$ cat src/rtl/asram_pkg.sv
package asram_pkg;

  typedef enum logic [1:0] {
    ST_IDLE,
    ST_READ,
    ST_WSETUP,
    ST_WPULSE
  } asram_st_e;

  // Whole clock cycles needed to cover a limit in nanoseconds.
  function automatic int ns2cyc(input int lim_ns, input int clk_ns);
    return (lim_ns + clk_ns - 1) / clk_ns;
  endfunction

endpackage

$ cat src/rtl/asram_rst_sync.sv
module asram_rst_sync (
  input  logic clk,
  input  logic arst_n,
  output logic srst_n
);

  logic meta_q;
  logic sync_q;

  always_ff @(posedge clk or negedge arst_n) begin
    if (!arst_n) begin
      meta_q <= 1'b0;
      sync_q <= 1'b0;
    end else begin
      meta_q <= 1'b1;
      sync_q <= meta_q;
    end
  end

  assign srst_n = sync_q;

endmodule

$ cat src/rtl/asram_rdcap.sv
module asram_rdcap #(
  parameter int NLANE = 2
) (
  input  logic               clk,
  input  logic               rst_n,
  input  logic               cap_en,
  input  logic [NLANE-1:0]   lane_en,
  input  logic [8*NLANE-1:0] din,
  output logic [8*NLANE-1:0] rdata,
  output logic               rvalid
);

  logic [8*NLANE-1:0] merged;
  logic [8*NLANE-1:0] rdata_q;
  logic               rvalid_q;

  for (genvar l = 0; l < NLANE; l++) begin : g_lane
    assign merged[l*8 +: 8] = lane_en[l] ? din[l*8 +: 8] : 8'h00;
  end

  // Data register: clock enable only, no reset needed.
  always_ff @(posedge clk) begin
    if (cap_en) begin
      rdata_q <= merged;
    end
  end

  always_ff @(posedge clk or negedge rst_n) begin
    if (!rst_n) begin
      rvalid_q <= 1'b0;
    end else begin
      rvalid_q <= cap_en;
    end
  end

  assign rdata  = rdata_q;
  assign rvalid = rvalid_q;

endmodule

$ cat src/rtl/asram_ctl.sv
module asram_ctl
  import asram_pkg::*;
#(
  parameter int AW      = 16,
  parameter int CLK_NS  = 10,
  parameter int T_RC_NS = 70,
  parameter int T_WC_NS = 70,
  parameter int T_WP_NS = 55,
  parameter int T_HZ_NS = 25
) (
  input  logic          clk,
  input  logic          rst_n,
  input  logic          req_valid,
  output logic          req_ready,
  input  logic          req_write,
  input  logic [AW-1:0] req_addr,
  input  logic [15:0]   req_wdata,
  input  logic [1:0]    req_mask,
  output logic          rsp_valid,
  output logic [15:0]   rsp_rdata,
  output logic [AW-1:0] mem_addr,
  output logic [15:0]   mem_dq_out,
  output logic          mem_dq_oe,
  input  logic [15:0]   mem_dq_in,
  output logic          mem_cs_n,
  output logic          mem_oe_n,
  output logic          mem_we_n,
  output logic          mem_ub_n,
  output logic          mem_lb_n
);

  localparam int RD_CYC = ns2cyc(T_RC_NS, CLK_NS);
  localparam int WP_CYC = ns2cyc(T_WP_NS, CLK_NS);
  localparam int WC_RAW = ns2cyc(T_WC_NS, CLK_NS);
  localparam int WR_CYC = (WC_RAW > WP_CYC) ? WC_RAW : WP_CYC + 1;
  localparam int SU_CYC = WR_CYC - WP_CYC;
  localparam int HZ_RAW = ns2cyc(T_HZ_NS, CLK_NS);
  localparam int TA_CYC = (HZ_RAW > 1) ? HZ_RAW : 1;
  localparam int CMAX   = (RD_CYC > WR_CYC) ? RD_CYC : WR_CYC;
  localparam int CW     = $clog2(CMAX + 1);
  localparam int TW     = $clog2(TA_CYC + 1);

  logic rst_s_n;

  asram_rst_sync u_rst_sync (
    .clk    (clk),
    .arst_n (rst_n),
    .srst_n (rst_s_n)
  );

  // Control state
  asram_st_e     st_q, st_d;
  logic [CW-1:0] cnt_q, cnt_d;
  logic [TW-1:0] ta_q, ta_d;
  logic          cs_q, cs_d, oe_q, oe_d, we_q, we_d;
  logic          ub_q, ub_d, lb_q, lb_d, dqe_q, dqe_d;
  // Datapath registers (loaded on acceptance)
  logic [AW-1:0] addr_q;
  logic [15:0]   wdat_q;
  logic [1:0]    mask_q;

  logic accept;
  logic cap_en;

  assign req_ready = (st_q == ST_IDLE) && !(req_write && (ta_q != '0));
  assign accept    = req_valid && req_ready;
  assign cap_en    = (st_q == ST_READ) && (cnt_q == '0);

  always_comb begin
    st_d  = st_q;
    cnt_d = cnt_q;
    ta_d  = (ta_q != '0) ? ta_q - 1'b1 : ta_q;
    cs_d  = cs_q;
    oe_d  = oe_q;
    we_d  = we_q;
    ub_d  = ub_q;
    lb_d  = lb_q;
    dqe_d = dqe_q;
    case (st_q)
      ST_IDLE: begin
        if (accept) begin
          cs_d = 1'b0;
          ub_d = ~req_mask[1];
          lb_d = ~req_mask[0];
          if (req_write) begin
            dqe_d = 1'b1;
            cnt_d = CW'(SU_CYC - 1);
            st_d  = ST_WSETUP;
          end else begin
            oe_d  = 1'b0;
            cnt_d = CW'(RD_CYC - 1);
            st_d  = ST_READ;
          end
        end
      end
      ST_READ: begin
        if (cnt_q == '0) begin
          cs_d = 1'b1;
          oe_d = 1'b1;
          ub_d = 1'b1;
          lb_d = 1'b1;
          ta_d = TW'(TA_CYC);
          st_d = ST_IDLE;
        end else begin
          cnt_d = cnt_q - 1'b1;
        end
      end
      ST_WSETUP: begin
        if (cnt_q == '0) begin
          we_d  = 1'b0;
          cnt_d = CW'(WP_CYC - 1);
          st_d  = ST_WPULSE;
        end else begin
          cnt_d = cnt_q - 1'b1;
        end
      end
      ST_WPULSE: begin
        if (cnt_q == '0) begin
          we_d  = 1'b1;
          cs_d  = 1'b1;
          ub_d  = 1'b1;
          lb_d  = 1'b1;
          dqe_d = 1'b0;
          st_d  = ST_IDLE;
        end else begin
          cnt_d = cnt_q - 1'b1;
        end
      end
      default: st_d = ST_IDLE;
    endcase
  end

  always_ff @(posedge clk or negedge rst_s_n) begin
    if (!rst_s_n) begin
      st_q  <= ST_IDLE;
      cnt_q <= '0;
      ta_q  <= '0;
      cs_q  <= 1'b1;
      oe_q  <= 1'b1;
      we_q  <= 1'b1;
      ub_q  <= 1'b1;
      lb_q  <= 1'b1;
      dqe_q <= 1'b0;
    end else begin
      st_q  <= st_d;
      cnt_q <= cnt_d;
      ta_q  <= ta_d;
      cs_q  <= cs_d;
      oe_q  <= oe_d;
      we_q  <= we_d;
      ub_q  <= ub_d;
      lb_q  <= lb_d;
      dqe_q <= dqe_d;
    end
  end

  always_ff @(posedge clk) begin
    if (accept) begin
      addr_q <= req_addr;
      wdat_q <= req_wdata;
      mask_q <= req_mask;
    end
  end

  asram_rdcap #(
    .NLANE (2)
  ) u_rdcap (
    .clk     (clk),
    .rst_n   (rst_s_n),
    .cap_en  (cap_en),
    .lane_en (mask_q),
    .din     (mem_dq_in),
    .rdata   (rsp_rdata),
    .rvalid  (rsp_valid)
  );

  assign mem_addr   = addr_q;
  assign mem_dq_out = wdat_q;
  assign mem_dq_oe  = dqe_q;
  assign mem_cs_n   = cs_q;
  assign mem_oe_n   = oe_q;
  assign mem_we_n   = we_q;
  assign mem_ub_n   = ub_q;
  assign mem_lb_n   = lb_q;

endmodule

$ cat config.mk
export PLATFORM = sky130hd
export DESIGN_NAME = asram_ctl
export DESIGN_NICKNAME = d
export VERILOG_FILES = /design/src/rtl/asram_pkg.sv /design/src/rtl/asram_rst_sync.sv /design/src/rtl/asram_rdcap.sv /design/src/rtl/asram_ctl.sv
export SDC_FILE = /design/constraint.sdc
export NUM_CORES = 1
export LEC_CHECK = 0
export CORE_UTILIZATION = 40
export CTS_CLUSTER_DIAMETER = 100
export DETAILED_ROUTE_END_ITERATION = 6
export DONT_BUFFER_PORTS = 1
export PLACE_DENSITY = 0.55
export SLEW_MARGIN = 10
export SYNTH_ARGS = -nofsm -noshare
export SYNTH_HDL_FRONTEND = slang
export SYNTH_SLANG_ARGS = --single-unit
$ cat constraint.sdc
create_clock -name clk -period 0.88 [get_ports clk]
set_input_delay 0.176 -clock clk [delete_from_list [all_inputs] [get_ports clk]]
set_output_delay 0.176 -clock clk [all_outputs]
set_load 0.01 [all_outputs]
==> results.cfg, run 1 <==
[finish]
fin_cells = 295
multi_input_area_um2 = 547
drive_gt1_share_pct = 35.4
nFillCells = 454
nNetsFinal = 274
n_antenna_cell = 0
seq_area_um2 = 1910
area_growth_syn_to_layout_pct = 44.8
final_core_util_pct = 61.0
design_area_um2 = 3420

[power_and_ir_drop]
pwr_density_cell_nw_per_um2 = 2990
ir_drop_uv = 1590
p_clk_share_pct = 23.5
p_switching_mw = 3.14
switching_share_pct = 30.7
p_int_mw = 7.09
seqPwrFrac_pct = 48.1
p_comb_share_pct = 28.4
p_leak_nw = 1.31
finalPower_mw = 10.2

[timing]
tns_ps = -36180
finClkSkew_ps = 4.80
rsz0062_at_grt = yes
period_needed_ps = 1490
setup_violations = 132
setup_ws_ps = -609
hold_violations = 0
fin_crit_sh_pct = 169
maxSlewViolCount = 0
holdWs_ps = 42.3
timing.fmax_ghz = 0.672

[logic_synthesis]
yosys_warnings = 0
ys_seq_area_share_pct = 80.7
dominantRegCellSynth = edfxtp_1
syn_inst = 143
yosys-top-cells-count = 50 x edfxtp_1, 19 x and2_1, 11 x dfrtp_1, 10 x nand2_1
synthTopCellsByArea = edfxtp_1 64%, dfrtp_1 12%, dfstp_2 5.6%, and2_1 5.0%, nand2_1 1.6%
syn-num-nets = 199
synth_area_leader_cell = edfxtp_1
netlist.area_leader.share_pct = 63.5
synth_seq_cells = 66
synth_edf_count = 50
synth_area_per_cell_um2 = 16.5
yosysMostFrequentCell = edfxtp_1
syn_area_um2 = 2360
async_flop_share_pct = 24.2
synth_cell_type_count = 32

[setup_path]
reg2reg_depth = 6
cp_cell_sequence = inv_2 > ha_2 > and2_1 > o21ai_1 > a211o_1 > and3_1
arrival_ps = 1710
critPathBufInv = 1
path_class = reg -> reg
path_depth = 6
start_kind = flip-flop
crit_path_top_delay_cell = dfrtp_1
crit_fanout = 4
crit_family = flip-flops
slowest_delay_ps = 400
end_kind = flip-flop
cp.required_ps = 1100

[placement]
place_congestion = 0.732
placed_cell_area_um2 = 2670
dp_cells = 232
preCtsSetupSlack_ps = -591
io_buffers = 0
place_hpwl_um = 3270

[drt]
drt_wl_total_um = 5140
drtIter0Drc = 59
vias = 1490
ant_nets = 0
vias_per_cell = 5.05
drc_errors = 0
dr.pass1.iters = 5
routedWlPerCell_um = 17.4

[grt]
grt.total_usage_pct = 17.0
grt_pass1_vias = 1518
grt_pass1_wl_um = 7600
antenna_found_initial = 0
grt_overflow_total = 0
grt_start_max_net_pins = 17

[floorplan]
coreArea_um2 = 5610
die_w_um = 78.9
rows = 27
start_util_pct = 42.1
ios = 110
dieArea_um2 = 6220
die_h_um = 78.9

[status]
outcome = finished, violations left
violations = setup timing

[clocking]
clkTransAtPathRegs_ps = 70
tritoncts = yes
cts_max_level = 3
clockBufferDepth = 2
cts-root-buf = clkbuf_8
clk_latency_ps = 330
cts_buffers = 9
cts_sinks = 66

[flow_run]
drv_cap = 0

[hold_path]
holdPathStages = 1
hold_class = in -> reg
[logic make-up (layout without fill, tap and decap cells)]
| logic type | after synthesis | count (layout) | synth area share [%] |
|---|---|---|---|
| AOI/OAI and AO/OA | 22 | 22 | 5.98 |
| xor gates and xnor gates | 1 | 1 | 0.371 |
| adders and majority gates | 2 | 2 | 1.06 |
| buffers and inverters | 8 | 88 | 1.64 |
| DFF | 66 | 66 | 80.7 |
| other | 1 | 1 | 0.159 |
| and+or+nand+nor | 43 | 43 | 10.1 |
[flip-flops by register name, indices dropped and copies added, names as in the netlist, 2 cells and up]
name	flops
mem_addr	16
st_q	2
ta_q	2
mask_q	2
mem_dq_out	16
cnt_q	3
u_rdcap.rdata	16
[area by class of cell]
type,instances,area share [%]
Timing Repair Buffer,66,19.4
Sequential cell,66,55.8
Tap cell,72,2.63
Clock inverter,6,1.68
Clock buffer,10,3.73
Inverter,6,0.768
Multi-Input combinational cell,69,16.0
[layer usage]
metal	vias up	routed length (um)	GRT usage, %
li1	671	-	-
met1	728	1930	18.7
met2	77	2640	28.2
met3	14	427	5.98
met4	0	144	10.5
met5	-	0	0
[path summary, 6_finish.rpt]
check | from | end | slack, ps
worst max-delay path | cnt_q[0]$_DFFE_PN0P_ | cnt_q[2]$_DFFE_PN0P_ | -610
worst min-delay path | mem_dq_in[14] | u_rdcap.rdata[14]$_SDFFCE_PN0P_ | 40
worst max register to register | cnt_q[0]$_DFFE_PN0P_ | cnt_q[2]$_DFFE_PN0P_ | -610
worst min register to register | u_rst_sync.srst_n$_DFF_PN0_ | cnt_q[0]$_DFFE_PN0P_ | 180
max in group asynchronous | u_rst_sync.srst_n$_DFF_PN0_ | mem_ub_n$_DFFE_PN1P_ | 460
min in group asynchronous | rst_n | u_rst_sync.meta_q$_DFF_PN0_ | 70
[power groups by stage]
stage / sequential (mW) / combinational, mW / clock (mW)
after global routing: 4.99 / 3.15 / 2.60
after CTS: 4.91 / 2.84 / 2.46
after global placement: 4.93 / 1.94 / 0
after detailed placement: 4.96 / 2.05 / 0
final: 4.92 / 2.91 / 2.40
after floorplan: 4.84 / 1.25 / 0
[placed cells by master, fill, tap and decap left out, drive strengths merged, types with 2 or more instances in the layout]
cell type	count
a21o	2
a21oi	3
and2	19
buf	30
clkbuf	10
clkinv	3
clkinvlp	3
dfrtp	11
dfstp	5
dlygate4sd3	36
edfxtp	50
ha	2
inv	5
nand2	10
nor2	7
o211ai	2
o21ai	8
[timing repair]
item	CTS	global route
resized for setup	16	21
hold endpoints to repair	39	0
hold buffers	36	0
cloned	2	0
setup endpoints to repair	133	136
buffers inserted	7	6
pin swaps	10	5
No activity file was read; power rests on OpenSTA's default activity.
==> run 2, diff against run 1 <==
CELL_PAD_IN_SITES_DETAIL_PLACEMENT = 0   (was default)
CELL_PAD_IN_SITES_GLOBAL_PLACEMENT = 1   (was default)
PLACE_DENSITY = 0.67   (was 0.55)
==> run 2 against run 1 <==
  * The flow still finishes with violations (setup timing)
  * Largest power group unchanged
  * Clock skew is 4.2 ps higher
  * Via count down 4.0%
  * First-iteration DRC count fell by 17%
  * Global-route usage is 0.14 points higher
  * Largest cell class unchanged
  * Worst hold slack worse by 12 ps
  * Power fell by 6.3%
==> results.cfg, run 2 (same netlist as run 1, synthesis figures left out) <==
[status]
outcome = finished, violations left
violations = setup timing

[placement]
placed_cell_area_um2 = 2660
place_congestion = 0.803
io_buffers = 0
place_hpwl_um = 3250

[clocking]
clkTransAtPathRegs_ps = 70
cts_sinks = 66
tritoncts = yes
cts_max_level = 3
clk_latency_ps = 330
clockBufferDepth = 2
cts-root-buf = clkbuf_8
cts_buffers = 9

[drt]
drt_wl_total_um = 4930
ant_nets = 0
vias = 1430
drtIter0Drc = 49
dr.pass1.iters = 4
vias_per_cell = 4.90
drc_errors = 0
routedWlPerCell_um = 16.9

[hold_path]
hold_class = in -> reg
holdPathStages = 2

[finish]
design_area_um2 = 3320
final_core_util_pct = 59.1
mostFrequentLayoutCells = 50 x edfxtp_1, 35 x dlygate4sd3_1, 18 x buf_4
nNetsFinal = 271
area_growth_syn_to_layout_pct = 40.3
n_antenna_cell = 0
layout_commonest_cell = edfxtp_1
drive_gt1_share_pct = 31.8

[grt]
grt.total_usage_pct = 17.2
grt_pass1_vias = 1544
grt_pass1_wl_um = 7580
antenna_found_initial = 0
grt_overflow_total = 0
grt_start_max_net_pins = 19

[power_and_ir_drop]
finalPower_mw = 9.58
pwr_density_cell_nw_per_um2 = 2890
ir_drop_uv = 1340
p_leak_nw = 1.26

[setup_path]
end_kind = flip-flop
rrSetupSlack_ps = -570
cp_cell_sequence = inv_2 > ha_2 > and2_1 > o21ai_1 > a211o_1 > and3_1
cp.required_ps = 1100
start_kind = flip-flop
reg2reg_depth = 6
crit_fanout = 4
path_class = reg -> reg
crit_path_top_delay_cell = dfrtp_1
slowest_delay_ps = 390
arrival_ps = 1660

[floorplan]
die_h_um = 78.9
ios = 110
dieArea_um2 = 6220
die_w_um = 78.9
start_util_pct = 42.1
coreArea_um2 = 5610
rows = 27

[timing]
period_needed_ps = 1450
hold_violations = 0
timing.fmax_ghz = 0.692
rsz0062_at_grt = yes
tns_ps = -33730
maxSlewViolCount = 0
fin_crit_sh_pct = 164
setup_violations = 136
setup_ws_ps = -566
finClkSkew_ps = 9.01

[flow_run]
drv_cap = 0
-- run 2: changes by cell type in the layout (fill, tap and decap cells not counted), sizes merged --
cell / previous run / this run
clkinv: 3 / 4
bufinv: 1 / 0
dlygate4sd3: 36 / 35
buf: 30 / 28
-- run 2: routing by layer --
| layer | vias up | wire, um | GRT usage, % |
|---|---|---|---|
| li1 | 664 | - | - |
| met1 | 689 | 1780 | 17.7 |
| met2 | 63 | 2620 | 28.8 |
| met3 | 14 | 398 | 7.82 |
| met4 | 0 | 131 | 9.82 |
| met5 | - | 0 | 0 |
-- run 2: report_power, final --
| part | total, mW | switching (mW) | internal (mW) |
|---|---|---|---|
| sequential | 4.89 | 0.643 | 4.25 |
| combinational | 2.64 | 1.22 | 1.42 |
| clock | 2.05 | 1.06 | 0.995 |
| total | 9.58 | 2.92 | 6.66 |
-- run 2: critical path: cells and delay by family (launching register included) --
family / cells / cell delay, ps
AND/OR/NAND/NOR: 2 / 290
buffers and inverters: 1 / 90
flip-flops: 1 / 390
adder cells (fa/ha/maj): 1 / 210
AO/OA/AOI/OAI: 2 / 360
-- run 2: final timing paths --
| check | startpoint | end |
|---|---|---|
| max | cnt_q[0]$_DFFE_PN0P_ | cnt_q[2]$_DFFE_PN0P_ |
| min | req_write | mem_oe_n$_DFFE_PN1P_ |
| max reg2reg | cnt_q[0]$_DFFE_PN0P_ | cnt_q[2]$_DFFE_PN0P_ |
| min reg2reg | u_rst_sync.srst_n$_DFF_PN0_ | ta_q[1]$_DFF_PN0_ |
| max in group asynchronous | u_rst_sync.srst_n$_DFF_PN0_ | mem_lb_n$_DFFE_PN1P_ |
| min in group asynchronous | rst_n | u_rst_sync.srst_n$_DFF_PN0_ |
-- run 2: cell type report --
class / instances / area [um2]
Fill cell: 471 / 2290
Sequential cell: 66 / 1910
Timing Repair Buffer: 63 / 624
Multi-Input combinational cell: 69 / 507
Clock buffer: 10 / 128
Tap cell: 72 / 90.1
Clock inverter: 6 / 33.8
Inverter: 6 / 26.3
-- run 2: per-stage QoR --
step / setup slack [ps] / cells / hold slack (ps)
3_3_place_gp: -504 / 233 / -120
4_1_cts: -560 / 291 / 0.719
3_5_place_dp: -573 / 233 / -120
5_1_grt: -622 / 292 / 21.8
2_1_floorplan: -693 / 143 / -120
6_report: -566 / 292 / 29.9
-- run 2: what timing repair did --
item | 4_1_cts | 5_1_grt
setup endpoints to repair | 136 | 136
hold endpoints to repair | 38 | 0
gates resized for setup | 9 | 15
pin swaps | 11 | 4
gates cloned | 1 | 0
setup buffers | 6 | 3
hold buffers | 35 | 0
==> run 3, diff against run 2 <==
BUFFER_PORTS_ARGS = -buffer_cell sky130_fd_sc_hd__buf_2   (was default)
CORE_UTILIZATION = 32   (was 40)
DONT_BUFFER_PORTS = default   (was 1)
PLACE_DENSITY = 0.73   (was 0.67)
==> run 3 against run 2 <==
  * The flow still finishes with violations (setup timing)
  * Final cell count up 45%
  * Design area up 19%
  * Die area is 24% higher
  * Sequential share of layout area down 9.1 points
  * Core utilization decreased by 2.7 points
  * Maximum frequency shrank 1.2%
  * Critical path depth is 1 higher
  * First-iteration DRC count decreased by 4.1%
  * Worst hold slack worse by 9.4 ps
  * Critical path type unchanged
  * Largest cell class unchanged
  * Largest power group unchanged
  * Highest routed layer unchanged
==> results.cfg, run 3 (same netlist as run 1, synthesis figures left out) <==
[drt]
routedWlPerCell_um = 12.9
ant_nets = 0
vias = 1779
vias_per_cell = 4.22
drt_wl_total_um = 5460
drc_errors = 0
drtIter0Drc = 47
dr.pass1.iters = 6

[timing]
timing.fmax_ghz = 0.683
maxSlewViolCount = 0
hold_violations = 0
period_needed_ps = 1460
tns_ps = -41500
rsz0062_at_grt = yes
holdWs_ps = 20.5
finClkSkew_ps = 10.6
setup_violations = 126
setup_ws_ps = -584
fin_crit_sh_pct = 166

[clocking]
clk_latency_ps = 330
cts_sinks = 66
clockBufferDepth = 2
cts_buffers = 9
tritoncts = yes
cts-root-buf = clkbuf_8
cts_max_level = 3
clkTransAtPathRegs_ps = 70

[grt]
grt_overflow_total = 0
grt_pass1_wl_um = 7630
grt_start_max_net_pins = 19
antenna_found_initial = 0
grt.total_usage_pct = 13.6
grt_pass1_vias = 1636

[placement]
io_buffers = 109
place_congestion = 0.789
placed_cell_area_um2 = 3290
preCtsSetupSlack_ps = -533
place_hpwl_um = 3780

[finish]
mostFrequentLayoutCells = 103 x buf_2, 50 x edfxtp_1, 25 x buf_4
nFillCells = 579
area_growth_syn_to_layout_pct = 66.9
n_antenna_cell = 0
nNetsFinal = 378
drive_gt1_share_pct = 57.1
design_area_um2 = 3940
layout_commonest_cell = buf_2

[floorplan]
ios = 110
dieArea_um2 = 7730
start_util_pct = 33.9
coreArea_um2 = 6980
rows = 30
die_w_um = 87.9
die_h_um = 87.9

[setup_path]
arrival_ps = 1670
end_kind = flip-flop
crit_fanout = 3
path_class = reg -> reg
start_kind = flip-flop
cp_cell_sequence = inv_2 > ha_4 > nor2b_4 > buf_6 > buf_4 > a311oi_2 > a21oi_1
crit_path_top_delay_cell = dfrtp_1
slowest_delay_ps = 370
cp.required_ps = 1090

[power_and_ir_drop]
pwr_density_cell_nw_per_um2 = 2760
p_leak_nw = 1.72
ir_drop_uv = 1440
finalPower_mw = 10.9

[flow_run]
drv_cap = 0

[hold_path]
hold_class = in -> reg

[status]
violations = setup timing
outcome = finished, violations left
-- run 3: cell count changes in the layout (fill, tap and decap cells not counted), moves of 2 or more --
cell | previous run | this run
dlygate4sd3_1 | 35 | 24
buf_6 | 7 | 14
buf_2 | 0 | 103
buf_4 | 18 | 25
o21ai_0 | 5 | 3
clkinvlp_4 | 3 | 1
-- run 3: layer usage --
metal	vias to the layer above	wire (um)	track usage (%)
met5	-	0	0
met4	0	73	4.92
met3	9	373	6.41
met2	71	2950	23.4
met1	823	2060	14.6
li1	876	-	-
-- run 3: per-stage QoR --
step	cells	util (%)
2_1_floorplan	143	-
3_3_place_gp	371	47.1
3_5_place_dp	371	47.1
4_1_cts	395	51.7
5_1_grt	422	56.5
6_report	422	56.5
-- run 3: worst paths after layout --
check / startpoint / end / slack, ps / cells after the start
max: cnt_q[0]$_DFFE_PN0P_ / cnt_q[1]$_DFFE_PN0P_ / -580 / 7
min: req_wdata[11] / mem_dq_out[11]$_DFFE_PP_ / 20 / 1
max reg2reg: cnt_q[0]$_DFFE_PN0P_ / cnt_q[1]$_DFFE_PN0P_ / -580 / 7
min reg2reg: u_rst_sync.srst_n$_DFF_PN0_ / cnt_q[0]$_DFFE_PN0P_ / 160 / 1
max in group asynchronous: u_rst_sync.srst_n$_DFF_PN0_ / mem_oe_n$_DFFE_PN1P_ / 460 / 1
min in group asynchronous: u_rst_sync.srst_n$_DFF_PN0_ / cnt_q[0]$_DFFE_PN0P_ / 160 / 1
-- run 3: cell type report --
type,count,area [um2],area share [%]
multi-input combinational,69,528,13.4
tap,96,120,3.05
timing repair buffer,170,1190,30.1
clock inverter,4,43.8,1.11
sequential,66,1910,48.4
inverter,6,26.3,0.666
clock buffer,11,131,3.33
-- run 3: worst max-delay path: cells and delay by family, from the launching register on --
kind / cells / cell delay [ps]
buf+inv: 3 / 330
compound gates: 2 / 340
simple gates: 1 / 130
flops: 1 / 370
fa+ha+maj: 1 / 160
-- run 3: timing repair --
action | 4_1_cts | 5_1_grt
endpoints found under the setup margin | 133 | 136
hold buffers | 4 | 20
cloned | 0 | 2
buffers inserted | 5 | 6
pin swaps | 8 | 9
endpoints found under the hold margin | 5 | 20
resized for setup | 14 | 16
-- run 3: where the power goes --
group / total, mW / switching (mW) / internal, mW
clock network: 2.28 / 1.00 / 1.27
logic: 4.07 / 1.85 / 2.23
registers: 4.52 / 0.303 / 4.22
